## config.mk

```make
export PLATFORM = sky130hd
export DESIGN_NAME = frac_align_shifter
export DESIGN_NICKNAME = d
export VERILOG_FILES = /design/src/rtl/fas_pkg.sv /design/src/rtl/fas_sticky_cell.sv /design/src/rtl/fas_step_ctl.sv /design/src/rtl/fas_ext_path.sv /design/src/rtl/frac_align_shifter.sv
export SDC_FILE = /design/constraint.sdc
export NUM_CORES = 1
export LEC_CHECK = 0
export ABC_AREA = 0
export BUFFER_PORTS_ARGS = -buffer_cell sky130_fd_sc_hd__buf_2
export CAP_MARGIN = 20
export CORE_UTILIZATION = 50
export DETAILED_ROUTE_END_ITERATION = 8
export GPL_TIMING_DRIVEN = 0
export PLACE_DENSITY = 0.86
export SLEW_MARGIN = 20
export SYNTH_ARGS = -nofsm -noshare
export SYNTH_HDL_FRONTEND = slang
export SYNTH_HIERARCHICAL = 1
export SYNTH_SLANG_ARGS = --single-unit
export TNS_END_PERCENT = 1
```

## constraint.sdc

```tcl
create_clock -name clk -period 1.8 [get_ports clk]
set_input_delay 0.54 -clock clk [delete_from_list [all_inputs] [get_ports clk]]
set_output_delay 0.54 -clock clk [all_outputs]
set_load 0.1 [all_outputs]
```

## src/rtl/fas_pkg.sv

```systemverilog
package fas_pkg;

    typedef enum logic [1:0] {
        OP_HOLD  = 2'd0,
        OP_LOAD  = 2'd1,
        OP_SHIFT = 2'd2
    } shift_op_e;

endpackage

```

## src/rtl/fas_sticky_cell.sv

```systemverilog
module fas_sticky_cell (
    input  logic clk,
    input  logic rst_n,
    input  logic clr_i,
    input  logic din_i,
    output logic q_o
);

    typedef struct packed {
        logic q;
    } sticky_st_t;

    sticky_st_t st_d, st_q;

    always_comb begin
        st_d   = st_q;
        st_d.q = ~clr_i & (din_i | st_q.q);
    end

    always_ff @(posedge clk or negedge rst_n) begin
        if (!rst_n) begin
            st_q <= '0;
        end else begin
            st_q <= st_d;
        end
    end

    assign q_o = st_q.q;

    AST_STICKY_KEEP:  assert property (@(posedge clk) disable iff (!rst_n) (q_o && !clr_i) |=> q_o);
    AST_STICKY_SET:   assert property (@(posedge clk) disable iff (!rst_n) (din_i && !clr_i) |=> q_o);
    AST_STICKY_CLEAR: assert property (@(posedge clk) disable iff (!rst_n) clr_i |=> !q_o);

endmodule

```

## src/rtl/fas_step_ctl.sv

```systemverilog
module fas_step_ctl
    import fas_pkg::*;
#(
    parameter int CNT_W = 6
) (
    input  logic             clk,
    input  logic             rst_n,
    input  logic             load_i,
    input  logic [CNT_W-1:0] amt_i,
    output shift_op_e        op_o,
    output logic             done_o
);

    localparam logic [CNT_W-1:0] CNT_ONE = CNT_W'(1);

    typedef struct packed {
        logic [CNT_W-1:0] cnt;
        logic             busy;
        logic             done;
    } ctl_st_t;

    ctl_st_t st_d, st_q;

    always_comb begin
        st_d      = st_q;
        st_d.done = 1'b0;
        if (load_i) begin
            st_d.cnt  = amt_i;
            st_d.busy = (amt_i != '0);
            st_d.done = (amt_i == '0);
        end else if (st_q.busy) begin
            st_d.cnt = st_q.cnt - CNT_ONE;
            if (st_q.cnt == CNT_ONE) begin
                st_d.busy = 1'b0;
                st_d.done = 1'b1;
            end
        end
    end

    always_ff @(posedge clk or negedge rst_n) begin
        if (!rst_n) begin
            st_q <= '0;
        end else begin
            st_q <= st_d;
        end
    end

    always_comb begin
        if (load_i) begin
            op_o = OP_LOAD;
        end else if (st_q.busy) begin
            op_o = OP_SHIFT;
        end else begin
            op_o = OP_HOLD;
        end
    end

    assign done_o = st_q.done;

    AST_DONE_SINGLE: assert property (@(posedge clk) disable iff (!rst_n) (done_o && !load_i) |=> !done_o);
    AST_ZERO_COUNT:  assert property (@(posedge clk) disable iff (!rst_n) (load_i && amt_i == '0) |=> (done_o && op_o != OP_SHIFT));
    AST_COUNT_DOWN:  assert property (@(posedge clk) disable iff (!rst_n) (op_o == OP_SHIFT) |=> (st_q.cnt == $past(st_q.cnt) - CNT_ONE));
    AST_DONE_QUIET:  assert property (@(posedge clk) disable iff (!rst_n) done_o |-> (load_i || op_o == OP_HOLD));

endmodule

```

## src/rtl/fas_ext_path.sv

```systemverilog
module fas_ext_path
    import fas_pkg::*;
#(
    parameter int FRAC_W = 8
) (
    input  logic              clk,
    input  logic              rst_n,
    input  shift_op_e         op_i,
    input  logic [FRAC_W-1:0] frac_i,
    output logic [FRAC_W-1:0] frac_o,
    output logic              guard_o,
    output logic              round_o
);

    localparam int MSB = FRAC_W - 1;

    typedef struct packed {
        logic [FRAC_W-1:0] frac;
        logic              guard;
        logic              round;
    } path_st_t;

    path_st_t          st_d, st_q;
    logic [FRAC_W-1:0] stepped;

    for (genvar i = 0; i < FRAC_W; i++) begin : g_step
        if (i == MSB) begin : g_top
            assign stepped[i] = 1'b0;
        end else begin : g_mid
            assign stepped[i] = st_q.frac[i+1];
        end
    end

    always_comb begin
        st_d = st_q;
        unique case (op_i)
            OP_LOAD: begin
                st_d.frac  = frac_i;
                st_d.guard = 1'b0;
                st_d.round = 1'b0;
            end
            OP_SHIFT: begin
                st_d.frac  = stepped;
                st_d.guard = st_q.frac[0];
                st_d.round = st_q.guard;
            end
            default: begin
                st_d = st_q;
            end
        endcase
    end

    always_ff @(posedge clk or negedge rst_n) begin
        if (!rst_n) begin
            st_q <= '0;
        end else begin
            st_q <= st_d;
        end
    end

    assign frac_o  = st_q.frac;
    assign guard_o = st_q.guard;
    assign round_o = st_q.round;

    AST_SHIFT_STEP: assert property (@(posedge clk) disable iff (!rst_n) (op_i == OP_SHIFT) |=>
        (frac_o == ($past(frac_o) >> 1) && guard_o == $past(frac_o[0]) && round_o == $past(guard_o)));
    AST_LOAD_TAKE:  assert property (@(posedge clk) disable iff (!rst_n) (op_i == OP_LOAD) |=>
        (frac_o == $past(frac_i) && !guard_o && !round_o));
    AST_IDLE_HOLD:  assert property (@(posedge clk) disable iff (!rst_n) (op_i == OP_HOLD) |=>
        ($stable(frac_o) && $stable(guard_o) && $stable(round_o)));

endmodule

```

## src/rtl/frac_align_shifter.sv

```systemverilog
module frac_align_shifter
    import fas_pkg::*;
#(
    parameter int FRAC_W = 8,
    parameter int CNT_W  = 6
) (
    input  logic              clk,
    input  logic              rst_n,
    input  logic              load_i,
    input  logic [FRAC_W-1:0] frac_i,
    input  logic [CNT_W-1:0]  amt_i,
    input  logic              sticky_clr_i,
    output logic [FRAC_W-1:0] frac_o,
    output logic              guard_o,
    output logic              round_o,
    output logic              sticky_o,
    output logic              done_o
);

    shift_op_e op_w;
    logic      stk_rst_w;
    logic      stk_in_w;

    fas_step_ctl #(
        .CNT_W (CNT_W)
    ) ctl_i (
        .clk    (clk),
        .rst_n  (rst_n),
        .load_i (load_i),
        .amt_i  (amt_i),
        .op_o   (op_w),
        .done_o (done_o)
    );

    fas_ext_path #(
        .FRAC_W (FRAC_W)
    ) path_i (
        .clk     (clk),
        .rst_n   (rst_n),
        .op_i    (op_w),
        .frac_i  (frac_i),
        .frac_o  (frac_o),
        .guard_o (guard_o),
        .round_o (round_o)
    );

    assign stk_rst_w = sticky_clr_i | (op_w == OP_LOAD);
    assign stk_in_w  = (op_w == OP_SHIFT) & round_o;

    fas_sticky_cell stk_i (
        .clk   (clk),
        .rst_n (rst_n),
        .clr_i (stk_rst_w),
        .din_i (stk_in_w),
        .q_o   (sticky_o)
    );

    AST_LOAD_CLEARS_STICKY: assert property (@(posedge clk) disable iff (!rst_n) load_i |=> !sticky_o);
    AST_STICKY_ACCUM:       assert property (@(posedge clk) disable iff (!rst_n)
        (op_w == OP_SHIFT && !sticky_clr_i) |=> (sticky_o == ($past(round_o) | $past(sticky_o))));
    AST_IDLE_STICKY:        assert property (@(posedge clk) disable iff (!rst_n)
        (op_w == OP_HOLD && !sticky_clr_i) |=> $stable(sticky_o));

endmodule

```

# Yosys cells after proc, flatten, opt, wreduce, memory -nomap -nowiden
# Index checks and enable logic that the tools add are counted.
[op_classes]
n_reduce_logical = 4
bitwise = 5
eq_ne = 3
n_mux = 6
add_sub_neg = 1
[ops]
columns = ["cell", "n"]
rows = [
  ["$pmux 10 s2", 1],
  ["$mux 8", 2],
  ["$eq 6x1->1 const B", 1],
  ["$logic_not 6->1", 1],
  ["$mux 2", 3],
  ["$reduce_bool 6->1", 1],
  ["$sub 6x1->6 const B", 1],
  ["$reduce_bool 2->1", 2],
  ["$and 1x1->1", 2],
  ["$eq 2x1->1 const B", 1],
  ["$eq 2x2->1 const B", 1],
  ["$or 1x1->1", 2],
  ["$not 1->1", 1],
]
[totals]
elab_cells = 26
in_bits = 18
output_inout_bits = 12
regBits = 19

# Longest topological paths before layout
# Gate-level depths: netlist of run 1.
[depth]
depth_word = 6
mapped_depth = 6
depth_no_buf = 5

# Cells and area by module
# The synthesis of run 1 kept the hierarchy.
[by_module_without_submodules]
columns = ["module", "cells_each", "area_each_um2", "n_inst", "seq_area_each_um2"]
rows = [
  ["fas_ext_path", 46, 475.5, 1, 250.2],
  ["fas_step_ctl", 50, 474.2, 1, 200.2],
  ["fas_sticky_cell", 2, 35.0, 1, 25.0],
  ["frac_align_shifter", 4, 18.8, 1, 0.0],
]

# Worst setup path after synthesis of run 1
# OpenSTA, ideal clock, no wires.
[synth_path]
path_kind = "in2reg"
start = "input load_i"
end = "register path_i.st_q, in the netlist path_i/frac_o[3]"
setup_slack_ps = 309
t_arrival_ps = 1369
setup_ps = 122
path_buffers = 1
stages = 5
required_ps = 1678
path_cell_list = "nor2b_1 -> ha_1 -> buf_6 -> mux2i_1 -> o21ai_2"
[synth_via]
elab_chain_len = 3
elab_cells_between_ends = 5
cone_classes = "eq/ne: 2; mux: 2; reduce/logical: 1"
[synth_rtl]
columns = ["element", "line", "source"]
rows = [
  ["start, declared", "frac_align_shifter.sv:9", "input logic load_i,"],
  ["$mux 2 *", "fas_step_ctl.sv:49", "if (load_i) begin"],
  ["$eq 2x2->1 or $eq 2x1->1 (tied branches)", "fas_ext_path.sv:36", "unique case (op_i)"],
  ["$pmux 10 s2 or $reduce_bool 2->1 (tied branches)", "-", ""],
  ["end signal, assigned", "fas_ext_path.sv:57", "st_q <= st_d;"],
  ["end, declared", "fas_ext_path.sv:23", "path_st_t st_d, st_q;"],
]
# Mark *: on every way between the ends. The rest lies on a longest branch, timed or not.
# A chain may end at the register's enable or synchronous reset.

# Worst setup path in the final report of run 1
[layout_path]
start = "register path_i.st_q, in the netlist path_i/round_o"
end = "output round_o"
[layout_lines]
columns = ["element", "line", "source"]
rows = [
  ["end, declared", "frac_align_shifter.sv:15", "output logic round_o,"],
]
# No word-level cell between the ends.

==> results of run 1 <==
metrics by stage:
step                      hold slack (ns)  worst slack, ns
after detailed placement           0.4927         -0.02687
after floorplan                    0.2444           0.3087
after global placement             0.4743          0.04140
final                              0.1786           0.1565
after CTS                          0.1867           0.1434
after global routing               0.2026          0.07309
worst min-delay path by stage:
stage | slack (ns) | cells past startpoint | from | endpoint
3_5_place_dp | 0.49 | 1 | stk_i/q_o$_DFF_PN0_ | stk_i/q_o$_DFF_PN0_
6_report | 0.18 | 1 | rst_n | path_i/frac_o[1]$_DFFE_PN0P_
2_1_floorplan | 0.24 | 0 | rst_n | ctl_i/done_o$_DFF_PN0_
4_1_cts | 0.19 | 1 | rst_n | ctl_i/done_o$_DFF_PN0_
5_1_grt | 0.20 | 1 | rst_n | ctl_i/st_q[3]$_DFFE_PN0P_
3_3_place_gp | 0.47 | 1 | stk_i/q_o$_DFF_PN0_ | stk_i/q_o$_DFF_PN0_
per-layer routing:
| layer | routed length (um) | global-route usage [%] | vias up |
|---|---|---|---|
| met2 | 1054 | 36.67 | 21 |
| met3 | 59 | 1.538 | 4 |
| met5 | 0 | 0 | - |
| li1 | - | - | 410 |
| met1 | 813 | 24.01 | 389 |
| met4 | 29 | 6.857 | 0 |
power groups by stage:
stage	clock network [mW]	registers [mW]	logic [mW]
finish	0.206	0.551	0.587
global route	0.229	0.561	0.621
CTS	0.215	0.551	0.590
detailed placement	0	0.559	0.589
global placement	0	0.554	0.574
floorplan	0	0.861	0.167
logic make-up (layout without fill, tap and decap cells):
| family | Yosys count | in the layout |
|---|---|---|
| buffers and inverters | 12 | 45 |
| adder cells (fa/ha/maj) | 4 | 4 |
| AND/OR/NAND/NOR | 35 | 35 |
| AO/OA/AOI/OAI | 20 | 20 |
| XOR/XNOR | 4 | 4 |
| flip-flops | 19 | 19 |
| multiplexers | 8 | 8 |
area by class of cell:
| class | count | share of cell area [%] |
|---|---|---|
| Timing Repair Buffer | 29 | 12.03 |
| Buffer | 6 | 3.631 |
| Multi-Input combinational cell | 71 | 38.28 |
| Sequential cell | 19 | 39.42 |
| Clock buffer | 4 | 2.178 |
| Tap cell | 25 | 2.593 |
| Inverter | 6 | 1.867 |
sequential cells by signal, indices dropped and copies added (netlist names):
signal          cells
ctl_i/done_o        1
path_i/round_o      1
stk_i/q_o           1
path_i/guard_o      1
path_i/frac_o       8
ctl_i/st_q          7
cell usage in the layout (no fill, tap or decap):
cell,instances
nor2_1,3
and4bb_1,1
xnor2_1,2
o21ai_1,9
nand2_1,22
nand3_1,1
inv_1,6
nor4b_2,1
buf_4,1
nand4_1,2
nor2b_1,1
o21ba_1,1
buf_2,31
o21a_1,1
o21ai_0,5
clkbuf_4,3
a31oi_1,1
dfrtp_1,19
o21ai_2,1
clkbuf_1,2
ha_1,4
mux2i_1,7
a21o_1,1
nor4b_1,1
nand2b_1,1
buf_6,2
xor2_1,2
mux2_2,1
nor3_1,1
a311o_1,1
nor3_2,1
==> impl.org, run 1 <==
** Placement
- Cell Count Post-Placement :: 156
- Area after DPL :: 1180 um2
- The congestion estimate from routability-driven global placement came to 0.7804.
- Detailed placement ended at an HPWL of 1545 um.
- Port buffering added 29 buffers.

** Clock network
- Clock-pin slew was measured on the worst setup and hold paths at 0.10 ns.
- The clock passes through at most 2 buffers.
- CTS tree :: yes
- Root Buffer Master :: clkbuf_4
- In this run, post-CTS hold repair placed 0 buffers.
- Counting the buffers created by CTS gives 3.
- Count of instances resized after the clock tree is built :: 0
- Clk_lat worst skew :: 0.28 ns
- In this run the number of H-tree levels came out at 1.
- Once the clock tree was built, the setup fixing pass inserted 0 buffers.
- Sink count of the clock tree :: 19

** Logic synthesis
- Share of flip-flops with an asynchronous set or reset :: 100.0%
- After synthesis, the most frequently instantiated cells are nand2_1, dfrtp_1, o21ai_1, mux2i_1, inv_1.
- Yosys printed 6 warnings.
- In this run the cell area of the synthesized design comes to 1003 um2.
- Main combinational cell family by area after synthesis :: simple AND/OR/NAND/NOR gates
- Dominant cell by count in the synthesized netlist :: nand2_1
- After synthesis, the mean cell area works out to 9.838 um2.
- The synthesized design devotes to its leading area cell type 47.38% of total area.
- Largest cells by area after synthesis :: dfrtp_1, nand2_1, mux2i_1
- After Yosys synthesis, and, or, nand and nor cells account for 17.46% of the synthesized area.
- The synthesized netlist devotes 11.97% of its cell area to compound gates.
- Flop and latch count out of synthesis :: 19
- Synthesized net count :: 124
- Summing the sequential cell areas from Yosys gives 47.38% of the chip area.
- Number of instances in the synthesized netlist :: 102
- Post-synthesis adder-cell area fraction :: 4.988%
- Yosys top cell by area :: dfrtp_1
- Post-synthesis share of cell area spent on xor and xnor gates :: 3.491%
- After synthesis, the share of cell area in mux cells is 8.105%.
- Number of enable-type register cells in the synthesized netlist :: 0
- Synthesis instantiated 30 different standard cells from the library.
- Synth Flop Type :: dfrtp_1

** Outcome
- The flow ran to the end, and the final reports show no timing, DRC or antenna violations.

** Layout
- Number of fill cells :: 146
- Post-synthesis to final-layout area growth :: 20.20%
- The repair_antennas step left the layout with diodes totalling 0.
- Measured on the finished design, the core utilization comes to 66.94%.
- Area of combinational cells with multiple inputs :: 461.7 um2
- For this run, the post-layout net count is 158.
- Final non-filler cell area :: 1206 um2
- Area occupied by registers :: 475.5 um2
- The finished layout holds 160 standard cells, fillers aside.
- In the final layout, the share of cells above drive strength 1 is 30.37%.

** Setup path
- Worst path max stage delay :: 0.44 ns
- Data arrives at the worst endpoint at 1.10 ns.
- Cell class contributing the biggest share of worst-path delay :: buffers and inverters
- Of all nets on the critical path, the largest fanout is 3.
- Tracing the worst setup path back leads to its startpoint at path_i/round_o$_DFFE_PN0P_.
- The worst setup path is captured at a primary output.
- CP Launch Type :: register
- Termination of the worst setup path :: round_o
- Worst reg-to-reg path cell count :: 6
- The critical path goes through buf_2.
- R2r startpoint :: ctl_i/st_q[1]$_DFF_PN0_
- The critical path is of the register to primary output type.
- Highest-delay cell along the critical path :: buf_2
- Together, buffers and inverters on the worst path number 1.
- The endpoint identified for the worst register-to-register timing path is path_i/frac_o[3]$_DFFE_PN0P_.
- In this run the number of cells on the critical path is 1.
- For flop-to-flop paths, the worst setup slack is 0.18 ns.
- Critical Path RT :: 1.26 ns

** Floorplan
- I/O pin cnt :: 30
- Standard-cell row count :: 15
- Die width :: 46.80 um
- Starting density of the core :: 55.69%
- After floorplanning, the core was sized to cover 1802 um2.
- The die is 46.80 um tall.
- The die covers 2190 um2.

** Power
- Combinational logic is responsible for 43.7% of the overall power.
- Register share of total power :: 41.0%
- In this run switching power makes up 46.80% of total power.
- Largest voltage drop on the vdd net :: 0.9254 mV
- The design draws 1.343 mW.
- Total power density per cell area :: 1114 nW/um2
- Part of the total power dissipated in the clock network :: 15.3%
- Leakage power of the design :: 0.6261 nW
- Internal power :: 0.7147 mW
- Net switching power of the design :: 0.6288 mW

** Routing
- After detailed routing, the average wire length per cell comes to 12.23 um.
- The final layout contains routed wiring with a total length of 1956 um.
- DRC errors left :: 0
- The detail route stage leaves a number of antenna-violating nets equal to 0.
- After detailed routing, the number of vias per cell comes to 5.150.
- After the first detailed-routing iteration, the DRC count stood at 15.
- For this run, the detailed router's first-pass iteration total came to 4.
- Overall via count from detail_route :: 824

** Min path
- The worst hold path belongs to the class input pin to async pin.

** STA
- For the pin with the worst max-slew slack, the measured transition is 0.4922 ns.
- The number of max-slew violations in the final report is 0.
- Setup violations remaining at the end of the flow were counted as 0.
- Final worst-path cycle share :: 91.31%
- Measured against its own limit, the worst slew margin works out to 67.41%.
- Top achievable clock speed :: 0.6085 GHz
- Clock skew after layout :: 0.0009932 ns
- Setup repair after global routing left no endpoint under its margin.
- Final TNS setup :: 0 ns
- Final critical-path required period :: 1.643 ns
- Endpoints failing hold :: 0

** GRT
- The first global-routing pass estimated 3084 um of wire.
- Grt ovf :: 0
- The number of global-route vias before repair is 783.
- Entering global routing, the biggest net connects 20 pins.
- Initial antenna violation count :: 0
- Gr usage total :: 19.77%

** Flow run
- Across the run, the number of max-cap violations was 0.
Note: power is estimated with default switching activity, not from simulation.
==> run 2, diff against run 1 <==
- CORE_UTILIZATION: 50 -> 40
- CTS_BUF_LIST: default -> sky130_fd_sc_hd__clkbuf_8 sky130_fd_sc_hd__clkbuf_16
- PLACE_DENSITY: 0.86 -> default
==> impl.org, run 2 (synthesis gave the netlist of run 1 again) <==
** Routing
- The number of DRC markers in iteration 0 was 10 (-5).
- The total detailed-routing wirelength was 1916 um (-2.0%).
- DRC errors left :: 0 (unchanged)
- Vias/cell :: 4.908 (-4.7%)
- Per-cell routed wire length :: 11.75 um (-3.8%)
- The via count is 800 (-2.9%).
- Router iterations before antenna repair :: 4 (unchanged)
- Residual antenna-violating net count after detailed routing :: 0 (unchanged)

** Clock network
- TritonCTS built the clock tree.
- The clock network latency to the later pin of the worst-skew pair came to 0.26 ns (-0.02 ns).
- Sink count of the clock tree :: 19 (unchanged)
- Total setup buffers inserted after CTS :: 0 (unchanged)
- The number of buffers added to fix hold violations after cts is 0 (unchanged).
- The tree is rooted in a clkbuf_8.
- Clock H-tree levels :: 1 (unchanged)
- Buffer depth of the longest clock path :: 2 (unchanged)
- CTS buffer count :: 3 (unchanged)
- The post-CTS clock slew at the launch and capture registers of the worst setup and hold paths came to 0.07 ns (-0.03 ns).
- The total of cells resized after clock tree synthesis is 0 (unchanged).

** GRT
- Grt ovf :: 0 (unchanged)
- The met3 usage in global routing came to 3.509% (+2.0 points).
- The global routing usage summed across all routing layers was 16.78% (-3.0 points).
- Initial antenna violation count :: 0 (unchanged)
- The met1 usage was 22.85% (-1.2 points).
- First-pass GRT wire length :: 3298 um (+6.9%)
- Global routing's busiest layer :: met2
- Via count of the first global-routing pass :: 736 (-6.0%)
- The global routing met2 resource utilization is 25.00% (-12 points).
- The largest net degree at the start of global routing came to 20 (unchanged).

** Power
- Leakage power of the design :: 0.6381 nW (+1.9%)
- Total power density per cell area :: 1166 nW/um2 (+4.7%)
- The maximum vdd ir drop was 0.7367 mV (-20%).
- Final Power :: 1.432 mW (+6.6%)

** Setup path
- Kind of end point of the critical path :: primary output
- Largest driver fanout on the critical path :: 3 (unchanged)
- CP Launch Type :: register
- Critical path class :: register to primary output
- Worst path arrival time :: 1.07 ns (-0.03 ns)
- The buffering stage count on the worst path with inverters included came to 1 (unchanged).
- List of cells traversed by the critical path :: buf_2
- Worst path max stage delay :: 0.44 ns (about the same)
- Among all stages on the critical path, the largest delay is contributed by buf_2.
- Grouping stages by cell kind, the critical path spends the most delay in buffers and inverters.
- The critical path data required time is 1.26 ns (about the same).

** STA
- The setup TNS after final layout came to 0 ns (unchanged).
- Top achievable clock speed :: 0.6204 GHz (+2.0%)
- The transition at the pin with the smallest max-transition slack came to 0.4851 ns (-0.007061 ns).
- Worst-case headroom to the max-slew limit :: 67.88% (+0.47 points)
- The worst clock skew is 0.003169 ns (+0.002176 ns).
- The worst hold margin was 0.2071 ns (+0.02855 ns).
- Final setup violating endpoints :: 0 (unchanged)
- Number of max-slew violations in the final report :: 0 (unchanged)
- Setup repair after global routing left no endpoint under its margin.
- The fraction of the cycle the final worst path needs is 89.55% (-1.8 points).
- Endpoints failing hold :: 0 (unchanged)
- The minimum clock period after layout was 1.612 ns (-0.03162 ns).

** Floorplan
- The die area is 2713 um2 (+24%).
- Core area :: 2297 um2 (+27%)
- The number of cell rows came to 17 (+2).
- Die width :: 52.09 um (+11%)
- Starting density of the core :: 43.68% (-12 points)
- The number of top-level pins was 30 (unchanged).
- The die extent in y is 52.09 um (+11%).

** Layout
- The number of cells in the finished layout apart from fillers is 163 (+1.9%).
- Diode count :: 0 (unchanged)
- Leaving out fill and tap cells, the most frequent cell in the layout is buf_2.
- Final nets :: 158 (unchanged)
- Post-synthesis to final-layout area growth :: 22.44%
- Flip-flop count of the largest register, all copies and words added :: 8 (unchanged)
- Layout cells sized above 1 :: 30.37% (unchanged)
- Leading cell types in the layout, fill and taps excluded :: buf_2, nand2_1, dfrtp_1, o21ai_1

** Placement
- Count of port buffers added during placement :: 29 (unchanged)
- The half-perimeter wire length after detailed placement is 1389 um (-10%).
- RePlAce Congestion :: 0.7523 (-3.6%)
- Cell Count Post-Placement :: 159 (+1.9%)

** Outcome
- The flow ran to the end, and the final reports show no timing, DRC or antenna violations.

** Min path
- Worst hold path type :: input pin to async pin

** Flow run
- Max Cap Viol :: 0 (unchanged)
[run 2: metrics by stage]
stage / worst slack, ns / area [um2] / utilization (%)
floorplan: 0.3087 / 1003 / -
CTS: 0.1713 / 1229 / 53.49
global placement: 0.008211 / 1184 / 51.53
global route: 0.04289 / 1229 / 53.49
detailed placement: 0.001765 / 1184 / 51.53
finish: 0.1881 / 1229 / 53.49
[run 2: per-layer routing]
metal,vias to the layer above,wire (um)
li1,407,-
met1,371,967
met2,17,845
met3,5,71
met4,0,31
met5,-,0
[run 2: path summary, 6_finish.rpt]
check	end	slack, ns	depth (start not counted)	startpoint
max in group asynchronous	path_i/frac_o[3]$_DFFE_PN0P_	1.30	1	rst_n
min reg2reg	stk_i/q_o$_DFF_PN0_	0.50	1	stk_i/q_o$_DFF_PN0_
max reg2reg	path_i/frac_o[3]$_DFFE_PN0P_	0.23	6	ctl_i/st_q[1]$_DFF_PN0_
min	path_i/guard_o$_DFFE_PN0P_	0.21	1	rst_n
max	frac_o[4]	0.19	1	path_i/frac_o[4]$_DFFE_PN0P_
min in group clk	stk_i/q_o$_DFF_PN0_	0.50	1	stk_i/q_o$_DFF_PN0_
[run 2: power breakdown]
group / leakage, nW / switching, mW / internal [mW]
Sequential: 0.235 / 0.0583 / 0.494
Clock: 0.0269 / 0.146 / 0.152
Combinational: 0.377 / 0.447 / 0.136
[run 2: area by class of cell]
class,instances,area (um2)
plain buffers,6,43.79
clock buffers,3,41.29
inverters,6,22.52
flip-flops and latches,19,475.5
multi-input cells,71,461.7
well taps,28,35.03
fillers,206,1069
clock inverters,1,3.754
repair buffers,29,145.1
